===== config.mk =====
export PLATFORM = sky130hd
export DESIGN_NAME = tx_word_packer
export DESIGN_NICKNAME = d
export VERILOG_FILES = /design/src/rtl/pkr_pkg.sv /design/src/rtl/pkr_len_fix.sv /design/src/rtl/pkr_byte_sel.sv /design/src/rtl/pkr_out_stage.sv /design/src/rtl/tx_word_packer.sv
export SDC_FILE = /design/constraint.sdc
export NUM_CORES = 1
export LEC_CHECK = 0
export BUFFER_PORTS_ARGS = -buffer_cell sky130_fd_sc_hd__buf_2
export CAP_MARGIN = 20
export CORE_AREA = 3 3 120 99
export DETAILED_ROUTE_END_ITERATION = 6
export DIE_AREA = 0 0 123 102
export PLACE_DENSITY = 0.63
export SETUP_SLACK_MARGIN = 0.3
export SYNTH_ARGS = -nofsm -noshare
export SYNTH_HDL_FRONTEND = slang
export SYNTH_SLANG_ARGS = --single-unit

===== constraint.sdc =====
create_clock -name clk -period 4 [get_ports clk]
set_input_delay 0.6 -clock clk [delete_from_list [all_inputs] [get_ports clk]]
set_output_delay 0.6 -clock clk [all_outputs]
set_load 0.05 [all_outputs]

===== src/rtl/pkr_pkg.sv =====
package pkr_pkg;
  typedef enum logic [1:0] {
    TAG_DATA  = 2'd0,
    TAG_OOB   = 2'd1,
    TAG_STAT  = 2'd2,
    TAG_LAST1 = 2'd3
  } tag_e;

  typedef enum logic [2:0] {
    ST_IDLE,
    ST_STAT,
    ST_HI,
    ST_LO,
    ST_OOB0,
    ST_OOB1
  } pk_state_e;

  localparam logic [15:0] OOB_MARKER = 16'h1000;
  localparam int          WORD_W     = 18;
endpackage


===== src/rtl/pkr_len_fix.sv =====
module pkr_len_fix #(
  parameter int LEN_W   = 16,
  parameter int MIN_LEN = 60
) (
  input  logic [LEN_W-1:0] raw_len,
  output logic [LEN_W-1:0] eff_len
);
  localparam logic [LEN_W-1:0] MIN_V = LEN_W'(MIN_LEN);

  always_comb begin
    eff_len = (raw_len < MIN_V) ? MIN_V : raw_len;
  end
endmodule


===== src/rtl/pkr_byte_sel.sv =====
module pkr_byte_sel #(
  parameter int LEN_W = 16
) (
  input  logic [LEN_W-1:0] idx,
  input  logic [LEN_W-1:0] raw_len,
  input  logic             in_valid,
  input  logic [7:0]       in_byte,
  output logic             from_input,
  output logic             byte_ok,
  output logic [7:0]       byte_val
);
  always_comb begin
    from_input = (idx < raw_len);
    byte_ok    = from_input ? in_valid : 1'b1;
    byte_val   = from_input ? in_byte : 8'h00;
  end
endmodule


===== src/rtl/pkr_out_stage.sv =====
module pkr_out_stage #(
  parameter int W = 18
) (
  input  logic         clk,
  input  logic         rst,
  input  logic         load,
  input  logic [W-1:0] din,
  input  logic         ready,
  output logic         can_load,
  output logic         valid,
  output logic [W-1:0] dout
);
  always_comb begin
    can_load = !valid || ready;
  end

  always_ff @(posedge clk) begin
    if (rst) begin
      valid <= 1'b0;
      dout  <= '0;
    end else if (load) begin
      valid <= 1'b1;
      dout  <= din;
    end else if (ready) begin
      valid <= 1'b0;
    end
  end
endmodule


===== src/rtl/tx_word_packer.sv =====
module tx_word_packer
  import pkr_pkg::*;
#(
  parameter int LEN_W   = 16,
  parameter int MIN_LEN = 60
) (
  input  logic             clk,
  input  logic             rst,
  input  logic             start_valid,
  output logic             start_ready,
  input  logic [LEN_W-1:0] start_len,
  input  logic             start_oob,
  input  logic [15:0]      start_id,
  input  logic             in_valid,
  output logic             in_ready,
  input  logic [7:0]       in_byte,
  output logic             out_valid,
  input  logic             out_ready,
  output logic [17:0]      out_word
);
  pk_state_e        st, st_nx;
  logic [LEN_W-1:0] len_q, eff_q, idx;
  logic [LEN_W-1:0] eff_new;
  logic             oob_q;
  logic [15:0]      id_q;
  logic [7:0]       hi_q;

  logic             can_ld, ld;
  logic [WORD_W-1:0] word_nx;
  logic             from_input, byte_ok;
  logic [7:0]       byte_val;
  logic             last_pos, hi_slot, lo_slot, adv;
  logic             start_fire;

  pkr_len_fix #(.LEN_W(LEN_W), .MIN_LEN(MIN_LEN)) u_len (
    .raw_len (start_len),
    .eff_len (eff_new)
  );

  pkr_byte_sel #(.LEN_W(LEN_W)) u_sel (
    .idx        (idx),
    .raw_len    (len_q),
    .in_valid   (in_valid),
    .in_byte    (in_byte),
    .from_input (from_input),
    .byte_ok    (byte_ok),
    .byte_val   (byte_val)
  );

  pkr_out_stage #(.W(WORD_W)) u_out (
    .clk      (clk),
    .rst      (rst),
    .load     (ld),
    .din      (word_nx),
    .ready    (out_ready),
    .can_load (can_ld),
    .valid    (out_valid),
    .dout     (out_word)
  );

  always_comb begin
    start_ready = (st == ST_IDLE) && !out_valid;
    start_fire  = start_valid && start_ready;
    last_pos    = (idx == (eff_q - LEN_W'(1)));
    hi_slot     = (st == ST_HI) && (!last_pos || can_ld);
    lo_slot     = (st == ST_LO) && can_ld;
    in_ready    = (hi_slot || lo_slot) && from_input;
    adv         = (hi_slot || lo_slot) && byte_ok;
  end

  always_comb begin
    st_nx   = st;
    ld      = 1'b0;
    word_nx = '0;
    unique case (st)
      ST_IDLE: begin
        if (start_fire) st_nx = ST_STAT;
      end
      ST_STAT: begin
        if (can_ld) begin
          ld      = 1'b1;
          word_nx = {TAG_STAT, 16'h0000};
          st_nx   = ST_HI;
        end
      end
      ST_HI: begin
        if (adv) begin
          if (last_pos) begin
            ld      = 1'b1;
            word_nx = {TAG_LAST1, byte_val, 8'h00};
            st_nx   = oob_q ? ST_OOB0 : ST_IDLE;
          end else begin
            st_nx = ST_LO;
          end
        end
      end
      ST_LO: begin
        if (adv) begin
          ld      = 1'b1;
          word_nx = {TAG_DATA, hi_q, byte_val};
          st_nx   = last_pos ? (oob_q ? ST_OOB0 : ST_IDLE) : ST_HI;
        end
      end
      ST_OOB0: begin
        if (can_ld) begin
          ld      = 1'b1;
          word_nx = {TAG_OOB, OOB_MARKER};
          st_nx   = ST_OOB1;
        end
      end
      ST_OOB1: begin
        if (can_ld) begin
          ld      = 1'b1;
          word_nx = {TAG_OOB, id_q};
          st_nx   = ST_IDLE;
        end
      end
      default: st_nx = ST_IDLE;
    endcase
  end

  always_ff @(posedge clk) begin
    if (rst) begin
      st    <= ST_IDLE;
      len_q <= '0;
      eff_q <= LEN_W'(MIN_LEN);
      oob_q <= 1'b0;
      id_q  <= '0;
      idx   <= '0;
      hi_q  <= '0;
    end else begin
      st <= st_nx;
      if (start_fire) begin
        len_q <= start_len;
        eff_q <= eff_new;
        oob_q <= start_oob;
        id_q  <= start_id;
        idx   <= '0;
      end else if (adv) begin
        idx <= idx + LEN_W'(1);
      end
      if (st == ST_HI && adv && !last_pos) hi_q <= byte_val;
    end
  end
endmodule


# Word-level counts from Yosys, hierarchy flattened
# Cells that the tools add are included.
# op_classes
add_sub_neg	2
magnitude_cmp	2
eq_ne	12
n_mux	27
n_reduce_logical	18
# op_table
cell	count
18-bit case mux with 5 select lines	1
18-bit two-way mux	3
17-bit two-way mux	2
16-bit two-way mux	2
3-bit two-way mux	9
3-bit case mux with 6 select lines	1
16-bit by 1-bit adder with 16-bit output (second input constant)	1
16-bit == test	1
16-bit less-than comparator	1
16-bit by 6-bit less-than comparator with 1-bit output (second input constant)	1
16-bit by 1-bit subtractor with 16-bit output (second input constant)	1
2-bit inequality test (second input constant)	6
1-bit logical AND	8
8-bit two-way mux	1
1-bit two-way mux	7
3-bit by 2-bit == test with 1-bit output (second input constant)	2
3-bit == test (second input constant)	2
6-bit AND reduction	1
3-bit by 1-bit == test with 1-bit output (second input constant)	1
3-bit zero test	1
1-bit logical OR	3
1-bit case mux with 3 select lines	1
3-bit OR reduction	1
1-bit zero test	2
2 further kinds	2
# word_totals
regBits	95
inputBits	46

# Depth between registers and ports, before layout
# logic_depth
depth_word	10
depth_mapped	13
ltp_nobuf	10

# Hierarchy
# From an unflattened synthesis, not the netlist that was laid out.
# unflattened
hier_cells	658
area_unflattened_um2	5175.0
# by_module_without_submodules
module	n_inst	cells_each	area_per_inst_um2
tx_word_packer	1	497	3844.9
pkr_out_stage	1	62	684.4
pkr_byte_sel	1	72	491.7
pkr_len_fix	1	27	153.9

# Worst setup path before layout
# OpenSTA, ideal clock, no wires.
# synth_path
kind	register to register
start	register u_out.valid
end	register len_q[10]
setup_time_ns	0.070
t_arrival_ns	3.209
required_ns	3.930
setup_slack_ns	0.721
path_stages_with_launch	7
path_buffers	2
cell_sequence	dfxtp_1 nor4_1 and2_1 clkbuf_1 clkbuf_1 nand2_1 a21oi_1
# synth_via
elab_chain_cells	3
# synth_lines
element	line	source
start: declaration	pkr_out_stage.sv:10	output logic valid,
start signal: assignment	pkr_out_stage.sv:19	valid <= 1'b0;
start signal: assignment	pkr_out_stage.sv:22	valid <= 1'b1;
start signal: assignment	pkr_out_stage.sv:25	valid <= 1'b0;
1-bit zero test	tx_word_packer.sv:62	start_ready = (st == ST_IDLE) && !out_valid;
1-bit logical AND	tx_word_packer.sv:62	
net start_ready	tx_word_packer.sv:10	output logic start_ready,
1-bit logical AND	tx_word_packer.sv:63	start_fire = start_valid && start_ready;
end signal: assignment	tx_word_packer.sv:134	len_q <= start_len;
end: declaration	tx_word_packer.sv:22	logic [LEN_W-1:0] len_q, eff_q, idx;
# The timed path passes the listed nets, and every way through them passes these cells.
# A chain may end at the register's enable or synchronous reset.

# Worst setup path in the final report
# layout_path
start	register eff_q[1]
end	register u_out.dout[8]
# layout_via
elab_chain_cells	9
elab_cells_between_ends	15
classes_between	add/sub (1); eq/ne (1); mux (8); reduce/logical (5)
# layout_lines
element	line	source
start: declaration	tx_word_packer.sv:22	
start signal: assignment	tx_word_packer.sv:126	eff_q <= LEN_W'(MIN_LEN);
start signal: assignment	tx_word_packer.sv:135	eff_q <= eff_new;
16-bit by 1-bit subtractor with 16-bit output (*)	tx_word_packer.sv:64	last_pos = (idx == (eff_q - LEN_W'(1)));
16-bit == test (*)	tx_word_packer.sv:64	
1-bit zero test	tx_word_packer.sv:65	hi_slot = (st == ST_HI) && (!last_pos || can_ld);
1-bit logical OR	tx_word_packer.sv:65	
1-bit logical AND	tx_word_packer.sv:65	
1-bit logical OR	tx_word_packer.sv:68	adv = (hi_slot || lo_slot) && byte_ok;
1-bit logical AND	tx_word_packer.sv:68	
16-bit two-way mux (tied with other cells)	tx_word_packer.sv:98	if (adv) begin
18-bit case mux with 5 select lines or 1-bit case mux with 3 select lines (tied branches)	tx_word_packer.sv:75	unique case (st)
end signal: assignment	pkr_out_stage.sv:23	dout <= din;
end: declaration	pkr_out_stage.sv:11	output logic [W-1:0] dout
# Every way passes the cells marked *; elsewhere a longest branch is shown, timed or not.

==> impl_metrics.yaml <==
finish:
  final_cell_area_um2: 5670
  antenna_cells: 0
  layout-drive-gt1-share_pct: 21.1
  fin_nets: 707
  syn_to_final_growth_pct: 17.7
  layout_common_cells: "nand2_1, dfxtp_1, a21oi_1, buf_2, nor2_1"
  layout.cells.most_common: "nand2_1"
  postLayoutCoreUtil_pct: 52.7
synthesis:
  main_combinational_cell_family_by_area_after_synthesis: "simple AND/OR/NAND/NOR gates"
  synth.net_count: 652
  synth_largest_area_cell: "dfxtp_1"
  syn-cell-area_um2: 4820
  synth_warnings: 0
  synth-seq-area-share_pct: 39.5
  count_of_flip_flops_with_a_built_in_enable_after_synthesis: 0
  yosys-top-cells-area: "dfxtp_1, nand2_1, a21oi_1"
  post_synth_fa_ha_maj_area_fraction_pct: 4.42
  yosys-mux-area-fraction_pct: 0.208
  synthDistinctLibCells: 59
  synth_flop_cell: "dfxtp_1"
  yosysTopAreaCellShare_pct: 39.5
  post_synth_xor_xnor_area_pct: 3.45
  syn-mean-instance-area_um2: 8.18
  synth_area_in_compound_gates_pct: 23.4
  synth-simple-area-share_pct: 23.9
  asyncSetResetFlopFracSynth_pct: 0
  postSynthRegisterBits: 95
  postSynthCellCount: 589
global_routing:
  grt_start_max_net_pins: 58
  grt_antenna_before_repair: 0
  grt_util_all_layers_pct: 20.7
  grt_pass1_wl_um: 20700
  grt_pass1_vias: 4101
  grt-ovfl-total: 0
critical_path:
  critical_path_class: "reg2reg"
  crit_required_ns: 4.22
  crit_path_start_kind: "register"
  worst-endpoint-arrival_ns: 3.85
  end_kind: "register"
  path_max_fanout: 10
  timing.critical_path.cells: "inv_2, ha_4, or4b_4, or4b_1, nand2_1, a31oi_2, buf_4, or4_4, nor3_4, nor3_2, buf_6, a221o_1"
  reg2regPathDepth: 12
  crit_path_max_incr_delay_ns: 0.58
  critical-path-slowest-cell: "or4_4"
timing:
  report.final.setup_viol: 0
  fin_ws_ns: 0.377
  report.final.hold_viol_count: 0
  actual_slew_at_the_worst_max_slew_pin_ns: 1.06
  timing.max_slew.rel_slack_pct: 29.5
  achievable_frequency_ghz: 0.276
  finalHoldWorstSlack_ns: 0.456
  final.period_utilization_pct: 90.6
  fin_skew_ns: 0.00850
  period_needed_ns: 3.62
  fin_tns_setup_ns: 0
  slew_violations: 0
  rsz0062_at_grt: "false"
floorplan:
  initial_utilization_pct: 44.8
  fp.coreArea_um2: 10800
  die_height_um: 102
  placement_rows: 34
  dieWidth_um: 123
  num_io_pins: 67
  fp.dieArea_um2: 12500
clock_tree:
  number_of_buffers_on_the_longest_clock_path: 2
  clk_pin_slew_worst_paths_ns: 0.07
  root_buffer: "clkbuf_16"
  numCtsBuffers: 9
  htreeDepth: 3
  clock_latency_on_the_worst_skew_pair_ns: 0.35
  cts_num_sinks: 95
  tritoncts: "done"
detailed_routing:
  ant_nets: 0
  routed-via-count: 4567
  detail_route.wirelength_um: 13100
  avgViaCountPerCell: 5.76
  drt_first_iter_violations: 412
  drtPass1Iterations: 6
  post_route_drc_violation_count: 0
  detail_route.wl_per_cell_um: 16.5
pwr:
  netSwitchingFraction_pct: 31.8
  power_frac_comb_pct: 18.8
  total_leakage_power_uw: 0.00209
  power_switching_uw: 744
  power_density_cells_nw_per_um2: 413
  peakVddDrop_uv: 265
  power_frac_clock_pct: 35.7
  relative_contribution_of_sequential_cells_to_total_power_pct: 45.5
  cellInternalPower_uw: 1600
place:
  detailed_place_hpwl_um: 9250
  gpl.final_weighted_congestion: 0.881
  dpl_cell_area_um2: 5240
  port_buffers: 66
  dpl_worst_slack_ns: 0.302
job:
  max-cap-violations: 0
outcome:
  outcome: "complete, no violations"
worst_hold_path:
  worst_hold_path_type: "reg2reg"
  hold_path_depth: 2
[kinds of logic after synthesis]
logic type / count (synthesis)
buffers and inverters: 60
AO/OA/AOI/OAI: 166
AND/OR/NAND/NOR: 231
adder cells (fa/ha/maj): 17
multiplexers: 1
XOR/XNOR: 19
flip-flops: 95
[state kept, by name (all words and copies together) (netlist names)]
register     count
idx             16
oob_q            1
u_out.dout      18
eff_q           16
st               3
hi_q             8
id_q            16
u_out.valid      1
len_q           16
[worst max-delay path, delay by kind of cell, from the launching register on]
family	cells	cell delay [ns]
AND/OR/NAND/NOR	6	2.09
AO/OA/AOI/OAI	2	0.46
buffers and inverters	3	0.45
flip-flops	1	0.34
adder cells (fa/ha/maj)	1	0.15
[metrics by stage]
stage / cells / power [uW]
final: 793 / 2340
after global routing: 793 / 2440
after CTS: 788 / 2330
after detailed placement: 771 / 1490
after global placement: 771 / 1490
after floorplan: 589 / 1360
[routing by layer]
| metal | GRT usage [%] | up-vias | part of all wire [%] |
|---|---|---|---|
| li1 | - | 2237 | - |
| met1 | 32.1 | 2177 | 51 |
| met2 | 29.4 | 140 | 43 |
| met3 | 3.76 | 13 | 5.4 |
| met4 | 5.02 | 0 | 1.1 |
| met5 | 0 | - | 0 |
[final timing paths]
path            start            end  slack [ns]
max          eff_q[1]  u_out.dout[8]        0.38
min reg2reg   hi_q[6]        hi_q[6]        0.46
min           hi_q[6]        hi_q[6]        0.46
max reg2reg  eff_q[1]  u_out.dout[8]        0.38
[power by group through the flow]
stage | registers [uW] | logic (uW) | clock network, uW
6_report | 1070 | 440 | 835
5_1_grt | 1070 | 487 | 881
4_1_cts | 1060 | 415 | 855
3_5_place_dp | 1080 | 411 | 0
3_3_place_gp | 1080 | 406 | 0
2_1_floorplan | 1070 | 291 | 0
[synth_stat cells, types with 11 or more instances]
| library cell | number |
|---|---|
| nand2_1 | 108 |
| dfxtp_1 | 95 |
| a21oi_1 | 69 |
| clkbuf_1 | 29 |
| inv_1 | 24 |
| nor2_1 | 23 |
| ha_1 | 17 |
| nand3_1 | 17 |
| or4_1 | 17 |
| a22oi_1 | 16 |
| o31ai_1 | 14 |
| o2bb2ai_1 | 11 |
| xnor2_1 | 11 |
[layout make-up]
type	instances	area, um2
clock buffers	9	225
clock inverters	7	62.6
fillers	1026	5090
inverters	24	90.1
multi-input cells	434	2760
flip-flops and latches	95	1910
well taps	144	180
repair buffers	80	445
[what timing repair did]
action,4_1_cts,5_1_grt
hold buffers,0,0
pin swaps,1,6
resized for setup,3,20
setup endpoints to repair,1,8
setup buffers,1,3
No activity file was read; power rests on OpenSTA's default activity.
